[config.mk]
export PLATFORM = sky130hd
export DESIGN_NAME = ot_rst_pin_ctrl
export DESIGN_NICKNAME = d
export VERILOG_FILES = /design/src/rtl/otr_pkg.sv /design/src/rtl/otr_regs.sv /design/src/rtl/otr_pulse_timer.sv /design/src/rtl/otr_temp_track.sv /design/src/rtl/ot_rst_pin_ctrl.sv
export SDC_FILE = /design/constraint.sdc
export NUM_CORES = 1
export LEC_CHECK = 0
export BUFFER_PORTS_ARGS = -buffer_cell sky130_fd_sc_hd__buf_2
export CAP_MARGIN = 40
export CORE_ASPECT_RATIO = 1.4
export CORE_UTILIZATION = 30
export CTS_CLUSTER_DIAMETER = 100
export DETAILED_ROUTE_END_ITERATION = 7
export HOLD_SLACK_MARGIN = 0.06
export PLACE_DENSITY = 0.52
export SYNTH_ARGS = -nofsm -noshare
export SYNTH_HDL_FRONTEND = slang
export SYNTH_SLANG_ARGS = --single-unit
[constraint.sdc]
create_clock -name clk_i -period 2.9 [get_ports clk_i]
set_input_delay 0.435 -clock clk_i [delete_from_list [all_inputs] [get_ports clk_i]]
set_output_delay 0.435 -clock clk_i [all_outputs]
set_load 0.01 [all_outputs]
[src/rtl/otr_pkg.sv]
package otr_pkg;
   // register addresses
   localparam int unsigned ADR_CFG  = 0;
   localparam int unsigned ADR_SEL  = 1;
   localparam int unsigned ADR_OTC  = 2;
   localparam int unsigned ADR_STAT = 3;

   // field positions decoded by neighbouring logic
   localparam int unsigned CFG_PULSE_BIT = 4;
   localparam int unsigned CFG_GPO_BIT   = 6;
   localparam int unsigned SEL_RST_BIT   = 7;
   localparam int unsigned SEL_OT_BIT    = 6;
   localparam int unsigned OTC_MODE_BIT  = 2;
   localparam int unsigned STAT_LATCH_BIT = 0;
   localparam int unsigned STAT_CMP_BIT   = 1;

   localparam logic [7:0] CFG_RESET_VAL = 8'h40;

   typedef enum logic [1:0] {
      PIN_OFF      = 2'd0,
      PIN_RESET    = 2'd1,
      PIN_OVERTEMP = 2'd2
   } pin_role_e;

   typedef enum logic {
      OT_COMPARE = 1'b0,
      OT_ONESHOT = 1'b1
   } ot_mode_e;

   // cycles for a pulse of 'us' microseconds at 'hz', rounded up
   function automatic longint unsigned pulse_cycles(longint unsigned hz,
                                                    longint unsigned us);
      return (hz * us + 64'd999_999) / 64'd1_000_000;
   endfunction
endpackage

[src/rtl/otr_regs.sv]
module otr_regs
   import otr_pkg::*;
#(
   parameter int unsigned DATA_W = 8,
   parameter int unsigned ADDR_W = 2
) (
   input  logic              clk_i,
   input  logic              rst_ni,
   input  logic              wr_en_i,
   input  logic              rd_en_i,
   input  logic [ADDR_W-1:0] addr_i,
   input  logic [DATA_W-1:0] wdata_i,
   output logic [DATA_W-1:0] rdata_o,
   input  logic              busy_i,
   input  logic              latch_i,
   input  logic              cmp_i,
   output logic              start_o,
   output logic              stat_rd_o,
   output pin_role_e         role_o,
   output ot_mode_e          ot_mode_o,
   output logic              gpo_level_o
);
   localparam logic [ADDR_W-1:0] A_CFG  = ADDR_W'(ADR_CFG);
   localparam logic [ADDR_W-1:0] A_SEL  = ADDR_W'(ADR_SEL);
   localparam logic [ADDR_W-1:0] A_OTC  = ADDR_W'(ADR_OTC);
   localparam logic [ADDR_W-1:0] A_STAT = ADDR_W'(ADR_STAT);

   initial begin : elab_chk
      if (DATA_W < 8) $fatal(1, "otr_regs: DATA_W must be at least 8");
      if (ADDR_W < 2) $fatal(1, "otr_regs: ADDR_W must be at least 2");
   end

   logic [DATA_W-1:0] cfg_q, sel_q, otc_q;
   logic [DATA_W-1:0] rd_mux;

   assign start_o   = wr_en_i && (addr_i == A_CFG) && wdata_i[CFG_PULSE_BIT];
   assign stat_rd_o = rd_en_i && (addr_i == A_STAT);

   always_ff @(posedge clk_i) begin
      if (!rst_ni) begin
         cfg_q   <= DATA_W'(CFG_RESET_VAL);
         sel_q   <= '0;
         otc_q   <= '0;
         rdata_o <= '0;
      end else begin
         if (wr_en_i) begin
            case (addr_i)
               A_CFG: begin
                  cfg_q                <= wdata_i;
                  cfg_q[CFG_PULSE_BIT] <= 1'b0;   // held by the timer instead
               end
               A_SEL:   sel_q <= wdata_i;
               A_OTC:   otc_q <= wdata_i;
               default: ;
            endcase
         end
         if (rd_en_i) rdata_o <= rd_mux;
      end
   end

   always_comb begin
      rd_mux = '0;
      case (addr_i)
         A_CFG: begin
            rd_mux                = cfg_q;
            rd_mux[CFG_PULSE_BIT] = busy_i;
         end
         A_SEL:  rd_mux = sel_q;
         A_OTC:  rd_mux = otc_q;
         A_STAT: begin
            rd_mux[STAT_LATCH_BIT] = latch_i;
            rd_mux[STAT_CMP_BIT]   = cmp_i;
         end
         default: rd_mux = '0;
      endcase
   end

   always_comb begin
      if (sel_q[SEL_RST_BIT])     role_o = PIN_RESET;
      else if (sel_q[SEL_OT_BIT]) role_o = PIN_OVERTEMP;
      else                        role_o = PIN_OFF;
   end

   assign ot_mode_o   = otc_q[OTC_MODE_BIT] ? OT_ONESHOT : OT_COMPARE;
   assign gpo_level_o = cfg_q[CFG_GPO_BIT];

   // a write to the pin-select register is visible on the next cycle
   p_sel_write_r9: assert property (@(posedge clk_i) disable iff (!rst_ni)
      (wr_en_i && addr_i == A_SEL) |=> (sel_q == $past(wdata_i)));
   // the stored copy of the pulse bit never holds a 1
   p_pulse_bit_clear_r4: assert property (@(posedge clk_i) disable iff (!rst_ni)
      (wr_en_i && addr_i == A_CFG) |=> !cfg_q[CFG_PULSE_BIT]);
endmodule

[src/rtl/otr_pulse_timer.sv]
module otr_pulse_timer
   import otr_pkg::*;
#(
   parameter int unsigned CLK_HZ   = 250_000_000,
   parameter int unsigned PULSE_US = 10_000
) (
   input  logic clk_i,
   input  logic rst_ni,
   input  logic start_i,
   output logic busy_o
);
   localparam longint unsigned LEN   = pulse_cycles(CLK_HZ, PULSE_US);
   localparam int unsigned     CNT_W = $clog2(LEN + 1);

   initial begin : elab_chk
      if (LEN < 1)        $fatal(1, "otr_pulse_timer: pulse rounds to zero cycles");
      if (LEN > 64'hFFFF_FFFF) $fatal(1, "otr_pulse_timer: pulse count too large");
   end

   logic [CNT_W-1:0] cnt_q;

   always_ff @(posedge clk_i) begin
      if (!rst_ni)             cnt_q <= '0;
      else if (start_i)        cnt_q <= CNT_W'(LEN);
      else if (cnt_q != '0)    cnt_q <= cnt_q - CNT_W'(1);
   end

   assign busy_o = (cnt_q != '0);

   // a start, including one during a pulse, reloads the full length
   p_restart_r4: assert property (@(posedge clk_i) disable iff (!rst_ni)
      start_i |=> (cnt_q == CNT_W'(LEN)));
   // a running pulse advances by exactly one per cycle
   p_count_down_r3: assert property (@(posedge clk_i) disable iff (!rst_ni)
      (busy_o && !start_i) |=> (cnt_q == $past(cnt_q) - CNT_W'(1)));
   // once idle the pulse stays idle until started
   p_idle_hold_r3: assert property (@(posedge clk_i) disable iff (!rst_ni)
      (!busy_o && !start_i) |=> !busy_o);
endmodule

[src/rtl/otr_temp_track.sv]
module otr_temp_track (
   input  logic clk_i,
   input  logic rst_ni,
   input  logic temp_hi_i,
   input  logic temp_lo_i,
   input  logic clr_i,
   output logic cmp_o,
   output logic latch_o
);
   logic want_low_q;   // 1: the next awaited event is a fall below hysteresis
   logic event_w;

   assign event_w = want_low_q ? temp_lo_i : temp_hi_i;

   always_ff @(posedge clk_i) begin
      if (!rst_ni) begin
         cmp_o      <= 1'b0;
         latch_o    <= 1'b0;
         want_low_q <= 1'b0;
      end else begin
         if (temp_hi_i)      cmp_o <= 1'b1;
         else if (temp_lo_i) cmp_o <= 1'b0;

         if (event_w) begin
            latch_o    <= 1'b1;
            want_low_q <= ~want_low_q;
         end else if (clr_i) begin
            latch_o    <= 1'b0;
         end
      end
   end

   // a high sample sets the comparator
   p_cmp_set_r5: assert property (@(posedge clk_i) disable iff (!rst_ni)
      temp_hi_i |=> cmp_o);
   // a low sample without a high one releases it
   p_cmp_clr_r5: assert property (@(posedge clk_i) disable iff (!rst_ni)
      (!temp_hi_i && temp_lo_i) |=> !cmp_o);
   // a rising crossing while awaited flips the awaited direction
   p_alternate_r6: assert property (@(posedge clk_i) disable iff (!rst_ni)
      (!want_low_q && temp_hi_i) |=> (want_low_q && latch_o));
   // an opposite-kind input leaves the awaited direction alone
   p_ignore_r6: assert property (@(posedge clk_i) disable iff (!rst_ni)
      (!want_low_q && !temp_hi_i) |=> !want_low_q);
   // the latch holds until a status read
   p_latch_hold_r7: assert property (@(posedge clk_i) disable iff (!rst_ni)
      (latch_o && !clr_i) |=> latch_o);
endmodule

[src/rtl/ot_rst_pin_ctrl.sv]
module ot_rst_pin_ctrl
   import otr_pkg::*;
#(
   parameter int unsigned CLK_HZ   = 250_000_000,
   parameter int unsigned PULSE_US = 10_000,
   parameter int unsigned DATA_W   = 8,
   parameter int unsigned ADDR_W   = 2,
   parameter bit          OUT_REG  = 1'b0
) (
   input  logic              clk_i,
   input  logic              rst_ni,
   input  logic              wr_en_i,
   input  logic              rd_en_i,
   input  logic [ADDR_W-1:0] addr_i,
   input  logic [DATA_W-1:0] wdata_i,
   output logic [DATA_W-1:0] rdata_o,
   input  logic              temp_hi_i,
   input  logic              temp_lo_i,
   output logic              rstos_pull_o,
   output logic              gpo_pull_o
);
   logic      busy, start, stat_rd, cmp, latch, gpo_level;
   pin_role_e role;
   ot_mode_e  ot_mode;
   logic      rstos_d, gpo_d;

   otr_regs #(.DATA_W(DATA_W), .ADDR_W(ADDR_W)) u_regs (
      .clk_i       (clk_i),
      .rst_ni      (rst_ni),
      .wr_en_i     (wr_en_i),
      .rd_en_i     (rd_en_i),
      .addr_i      (addr_i),
      .wdata_i     (wdata_i),
      .rdata_o     (rdata_o),
      .busy_i      (busy),
      .latch_i     (latch),
      .cmp_i       (cmp),
      .start_o     (start),
      .stat_rd_o   (stat_rd),
      .role_o      (role),
      .ot_mode_o   (ot_mode),
      .gpo_level_o (gpo_level)
   );

   otr_pulse_timer #(.CLK_HZ(CLK_HZ), .PULSE_US(PULSE_US)) u_timer (
      .clk_i   (clk_i),
      .rst_ni  (rst_ni),
      .start_i (start),
      .busy_o  (busy)
   );

   otr_temp_track u_track (
      .clk_i     (clk_i),
      .rst_ni    (rst_ni),
      .temp_hi_i (temp_hi_i),
      .temp_lo_i (temp_lo_i),
      .clr_i     (stat_rd),
      .cmp_o     (cmp),
      .latch_o   (latch)
   );

   always_comb begin
      unique case (role)
         PIN_RESET:    rstos_d = busy;
         PIN_OVERTEMP: rstos_d = (ot_mode == OT_ONESHOT) ? latch : cmp;
         default:      rstos_d = 1'b0;
      endcase
   end

   assign gpo_d = ~gpo_level;

   generate
      if (OUT_REG) begin : g_out_flop
         always_ff @(posedge clk_i) begin
            if (!rst_ni) begin
               rstos_pull_o <= 1'b0;
               gpo_pull_o   <= 1'b0;
            end else begin
               rstos_pull_o <= rstos_d;
               gpo_pull_o   <= gpo_d;
            end
         end
      end else begin : g_out_comb
         assign rstos_pull_o = rstos_d;
         assign gpo_pull_o   = gpo_d;

         // the general-purpose pin follows the written level bit
         p_gpo_follow_r8: assert property (@(posedge clk_i) disable iff (!rst_ni)
            (wr_en_i && addr_i == ADDR_W'(ADR_CFG))
               |=> (gpo_pull_o == !$past(wdata_i[CFG_GPO_BIT])));
         // with no role selected the shared pin never pulls
         p_released_r2: assert property (@(posedge clk_i) disable iff (!rst_ni)
            (role == PIN_OFF) |-> !rstos_pull_o);
         // outside the reset role a pulse cannot reach the pin
         p_pulse_masked_r10: assert property (@(posedge clk_i) disable iff (!rst_ni)
            (busy && role == PIN_OFF) |-> !rstos_pull_o);
      end
   endgenerate
endmodule

Word-level counts from Yosys, hierarchy flattened

Cells that the tools add are included.

Word-level logic and storage cells: 44
Bits of input ports: 16
Register bits after elaboration: 56
Output and inout bits: 10

Mux-type cells: 14
Add/subtract/negate cells: 1
Bitwise gates (word level): 3
Reduce and logical (&&, ||, !) cells: 12
Equality and inequality tests: 5

Operator list:

| kind                                                                   | count |
|---|---|
| 22-bit 2-to-1 mux                                                      | 2 |
| 22-bit nonzero test                                                    | 1 |
| 22-bit by 1-bit subtractor with 22-bit output (second input constant)  | 1 |
| 6-bit case mux with 3 select lines                                     | 1 |
| 2-bit case mux with 4 select lines                                     | 1 |
| 1-bit 2-to-1 mux                                                       | 7 |
| 2-bit equality test (second input constant)                            | 3 |
| 2-bit AND reduction                                                    | 3 |
| 2-bit nonzero test                                                     | 3 |
| 2-bit by 1-bit equality test with 1-bit output (second input constant) | 2 |
| 2-bit 2-to-1 mux                                                       | 2 |
| 1-bit logical AND                                                      | 3 |
| 1-bit NOT                                                              | 3 |
| 2-bit zero test                                                        | 1 |
| 1-bit case mux with 2 select lines                                     | 1 |
| 2-bit OR reduction                                                     | 1 |

Logic depth before layout (Yosys ltp)

Depth after elaboration: 4
Gate-level depth with buffers: 8
Gate-level depth less buffers: 6

By module

Synthesis repeated with hierarchy kept, for this count alone.

Cells, all modules: 292
Area, all modules: 2,793.9 sq um

By module, submodules not included:

| module          | sequential area each (sq um) | times used | cells an instance | area an instance (sq um) |
|---|---|---|---|---|
| otr_regs        | 620.6                        | 1          | 140               | 1,402.6 |
| otr_pulse_timer | 440.4                        | 1          | 132               | 1,216.2 |
| otr_temp_track  | 60.1                         | 1          | 11                | 110.1 |
| ot_rst_pin_ctrl | 0.0                          | 1          | 9                 | 65.1 |

Worst setup path before layout

No wires, ideal clock.

Kind: flip-flop to flip-flop
From: register u_timer.cnt_q[0]
To: register u_timer.cnt_q[20]
Data required time: 2,814 ps
Period minus slack after synthesis: 2,073 ps
Cell stages (with the launch flop): 8
Path slack: 827 ps
Arrival: 1,987 ps
Setup time: 86 ps
Path buffers: 1
Cell sequence: dfxtp_1 -> inv_1 -> ha_1 -> or4b_1 -> buf_2 -> or3_1 -> or3_1 -> a221oi_2

Word-level cells in the longest chain between the ends: 1
Elaborated cells on any way between the ends: 2
Those cells by class: 1 x add/sub; 1 x reduce/logical

RTL lines:

| item                                                                                 | RTL line              | text |
|---|---|---|
| from (decl)                                                                          | otr_pulse_timer.sv:20 | `logic [CNT_W-1:0] cnt_q;` |
| from (signal assigned)                                                               | otr_pulse_timer.sv:24 | `else if (start_i) cnt_q <= CNT_W'(LEN);` |
| from (signal assigned)                                                               | otr_pulse_timer.sv:25 | `else if (cnt_q != '0) cnt_q <= cnt_q - CNT_W'(1);` |
| 22-bit by 1-bit subtractor with 22-bit output or 22-bit nonzero test (tied branches) | otr_pulse_timer.sv:25 |  |

Parallel ways exist; a longest one is shown, timed or not.
A chain may end at the register's enable or synchronous reset.

Worst setup path after layout

From: register u_timer.cnt_q[17]
To: output rstos_pull_o

Word-level cells in the longest chain between the ends: 2

RTL lines:

| item                               | RTL line              | text |
|---|---|---|
| 22-bit nonzero test                | otr_pulse_timer.sv:28 | `assign busy_o = (cnt_q != '0);` |
| 1-bit case mux with 2 select lines | ot_rst_pin_ctrl.sv:63 | `unique case (role)` |
| to (decl)                          | ot_rst_pin_ctrl.sv:19 | `output logic rstos_pull_o,` |

No other way between the ends.

==> metrics <==
Sequential Power Share=34.5%; syn nets=318; worst hold slack=0.3350 ns; DRC viols=0; First-pass DRT Iterations=4; fin. max-slew vios=0; Synth-to-Final Area Change=15.06%; Starting Density=30.88%; io pins=26; GPL Wtd Cong=0.7940; fin util=35.53%; setup TNS=0 ns; Post-Syn Area=2643 µm²; Pint=1.837 mW; WS Path Type=register to output pin; CTS H-Tree Depth=2; root buffer cell=clkbuf_16; # Post-CTS Setup Buffers=0; largest net degree at the start of global routing=36; vias in the first global route=2,326; sw power=1.325 mW; r2r endpoint=u_timer.cnt_q[20]; clock tree buffer depth=2; Pwr per Cell Area=1040 nW/µm²; core area=8558 µm²; maxcap violations=0; WP data required=2.47 ns; Clk pin slew, worst setup/hold paths=0.07 ns; Max Fclk=394.7 MHz; initial drt markers=99; cell count after synthesis=300; CP max FO=9; CTS tree=done; Final min period=2.534 ns; post-cts resize count=0; period utilization=87.37%; EDFF count, synth=0; ant diodes=0; IO Port Bufs=25; CTS Buf Count=5; die area=9193 µm²; Min-Delay Path Class=input port to register; Setup crit start=u_timer.cnt_q[17]; outcome=completed; worst r2r src=u_timer.cnt_q[0]; most common flop cell mapped by yosys=dfxtp_1; skew final=0.006390 ns; die width=81.32 µm; CP endpoint kind=output pin; switching portion of total power=41.91%; Cells after DPL=420; Clock Latency Late Sink=0.30 ns; R2R cell count=6; Clock Power Share=20.0%; CP Capture Point=rstos_pull_o; FP Rows=40; Hold Fails Final Rpt=0; post-synthesis sequential area ratio=42.42%; Clock Sinks=56; synthesized flop and latch total=56; GRT Util Overall=16.00%; Routed Antenna Nets=0; Slew HR=50.78%; hold buffer count at cts=0; asr flop ratio synth=0%; Worst R2R Setup Slack=0.64 ns; DP HPWL=4.844 mm; Hold Crit Depth=2; share of cells above drive strength 1=15.17%; Vias=2,339; Avg Inst Size Synth=8.808 µm²; die height=113.1 µm; number of synthesis warnings=0; # setup viols final=0; drt total wl=6.661 mm; Worst setup SP type=register; nets@finish=340; Cell variety after synth=47; vias per cell=5.465; crit path DAT=2.10 ns; RSZ-0062 raised after global routing=false; first-pass GRT wire length=11.29 mm; Max VDD drop=0.0004215 V; initial antenna violation count=0; WL/cell=15.56 µm; worst-margin pin slew=0.7367 ns; Leak=1.200 nW; Tot Pwr=3.162 mW; Layout Cells excl Fill=428; combinational share of power=45.5%; Overflow after GRT=0
==> synthesized netlist by cell type, types with 2 or more instances <==
cell | instances | area [µm²]
dfxtp_1 | 56 | 1121
nor2_1 | 35 | 131.4
a21oi_1 | 25 | 125.1
mux2i_1 | 25 | 250.2
nand2_1 | 23 | 86.33
clkbuf_1 | 12 | 45.04
nand3_1 | 12 | 60.06
or3_1 | 11 | 68.82
a211oi_1 | 10 | 75.07
o31ai_1 | 9 | 67.56
o21ai_0 | 8 | 40.04
inv_1 | 6 | 22.52
nor3_1 | 6 | 30.03
nor4_1 | 5 | 31.28
a31oi_1 | 4 | 25.02
or4_1 | 4 | 30.03
a211o_1 | 3 | 26.28
buf_1 | 3 | 11.26
buf_2 | 3 | 15.01
a311oi_1 | 2 | 17.52
and4b_1 | 2 | 20.02
ha_1 | 2 | 25.02
mux4_2 | 2 | 45.04
nand2b_1 | 2 | 12.51
nand4_1 | 2 | 12.51
nand4b_1 | 2 | 17.52
nor2b_1 | 2 | 12.51
o311a_1 | 2 | 20.02
o31a_1 | 2 | 17.52
or2_2 | 2 | 12.51
or4b_1 | 2 | 20.02
==> layout by cell type, fill, tap and decap left out, drive strengths merged, types with 2 or more instances in the layout <==
master  count
nand4       2
clkbuf      6
nand2b      2
a311oi      2
or4b        2
mux4        2
nand4b      2
or2         2
mux2i      25
inv         7
a211oi     10
nand2      23
a211o       3
nor3        7
o21ai       8
or4         4
nor2b       2
buf        33
nand3      12
a21oi      25
or3        11
a31oi       4
o31a        2
nor2       35
o311a       2
ha          2
and4b       2
nor4        6
dfxtp      56
o31ai       9
==> state kept, by name (all words and copies together), names as in the netlist <==
register	flops
u_timer.cnt_q	22
u_regs.otc_q	8
u_regs.rdata_o	8
u_regs.sel_q	8
u_regs.cfg_q	7
u_track.cmp_o	1
u_track.latch_o	1
u_track.want_low_q	1
==> critical path: stages, from the launching register on <==
cell	delay, ns
dfxtp_1	0.34
nor4_1	0.63
nand4b_1	0.17
buf_4	0.21
o21ai_0	0.15
o21ai_0	0.13
buf_2	0.16
==> kinds of logic after synthesis <==
| logic type | share of synthesized area, % |
|---|---|
| AOI/OAI and AO/OA | 17.47 |
| adders and majority gates | 0.9468 |
| buffers and inverters | 3.551 |
| DFF | 42.42 |
| muxes | 11.60 |
| and+or+nand+nor | 24.01 |
==> per-stage QoR <==
stage               cell area [µm²]  setup slack, ns
CTS                            3040           0.3931
floorplan                      2643           0.8268
finish                         3040           0.3664
detailed placement             2888           0.6562
global route                   3040           0.1966
global placement               2888           0.7301
==> power by group through the flow <==
stage	clock network, mW	logic (mW)	registers, mW
after floorplan	0	1.04	1.07
after global placement	0	1.41	1.10
after detailed placement	0	1.43	1.11
after CTS	0.653	1.43	1.09
after global routing	0.681	1.59	1.12
final	0.634	1.44	1.09
==> area by class of cell <==
class	instances	area [µm²]
multi-input combinational	220	1428
timing repair buffer	33	185.2
tap	105	131.4
clock inverter	2	13.76
fill	901	5518
inverter	6	22.52
clock buffer	6	138.9
sequential	56	1121
==> worst min-delay path by stage <==
stage,start,endpoint,slack (ns)
after detailed placement,u_regs.sel_q[2],u_regs.sel_q[2],0.45
after CTS,temp_lo_i,u_track.want_low_q,0.33
after global routing,temp_lo_i,u_track.want_low_q,0.34
final,temp_lo_i,u_track.want_low_q,0.34
after floorplan,u_regs.sel_q[0],u_regs.sel_q[0],0.43
after global placement,u_regs.sel_q[3],u_regs.sel_q[3],0.44
==> per-layer routing <==
metal  track usage (%)  wire, µm
met1             17.61      2714
met5                 0         0
met2             28.50      3574
met4             7.500       191
met3             3.226       181
Power figures use the tool's default switching activity.
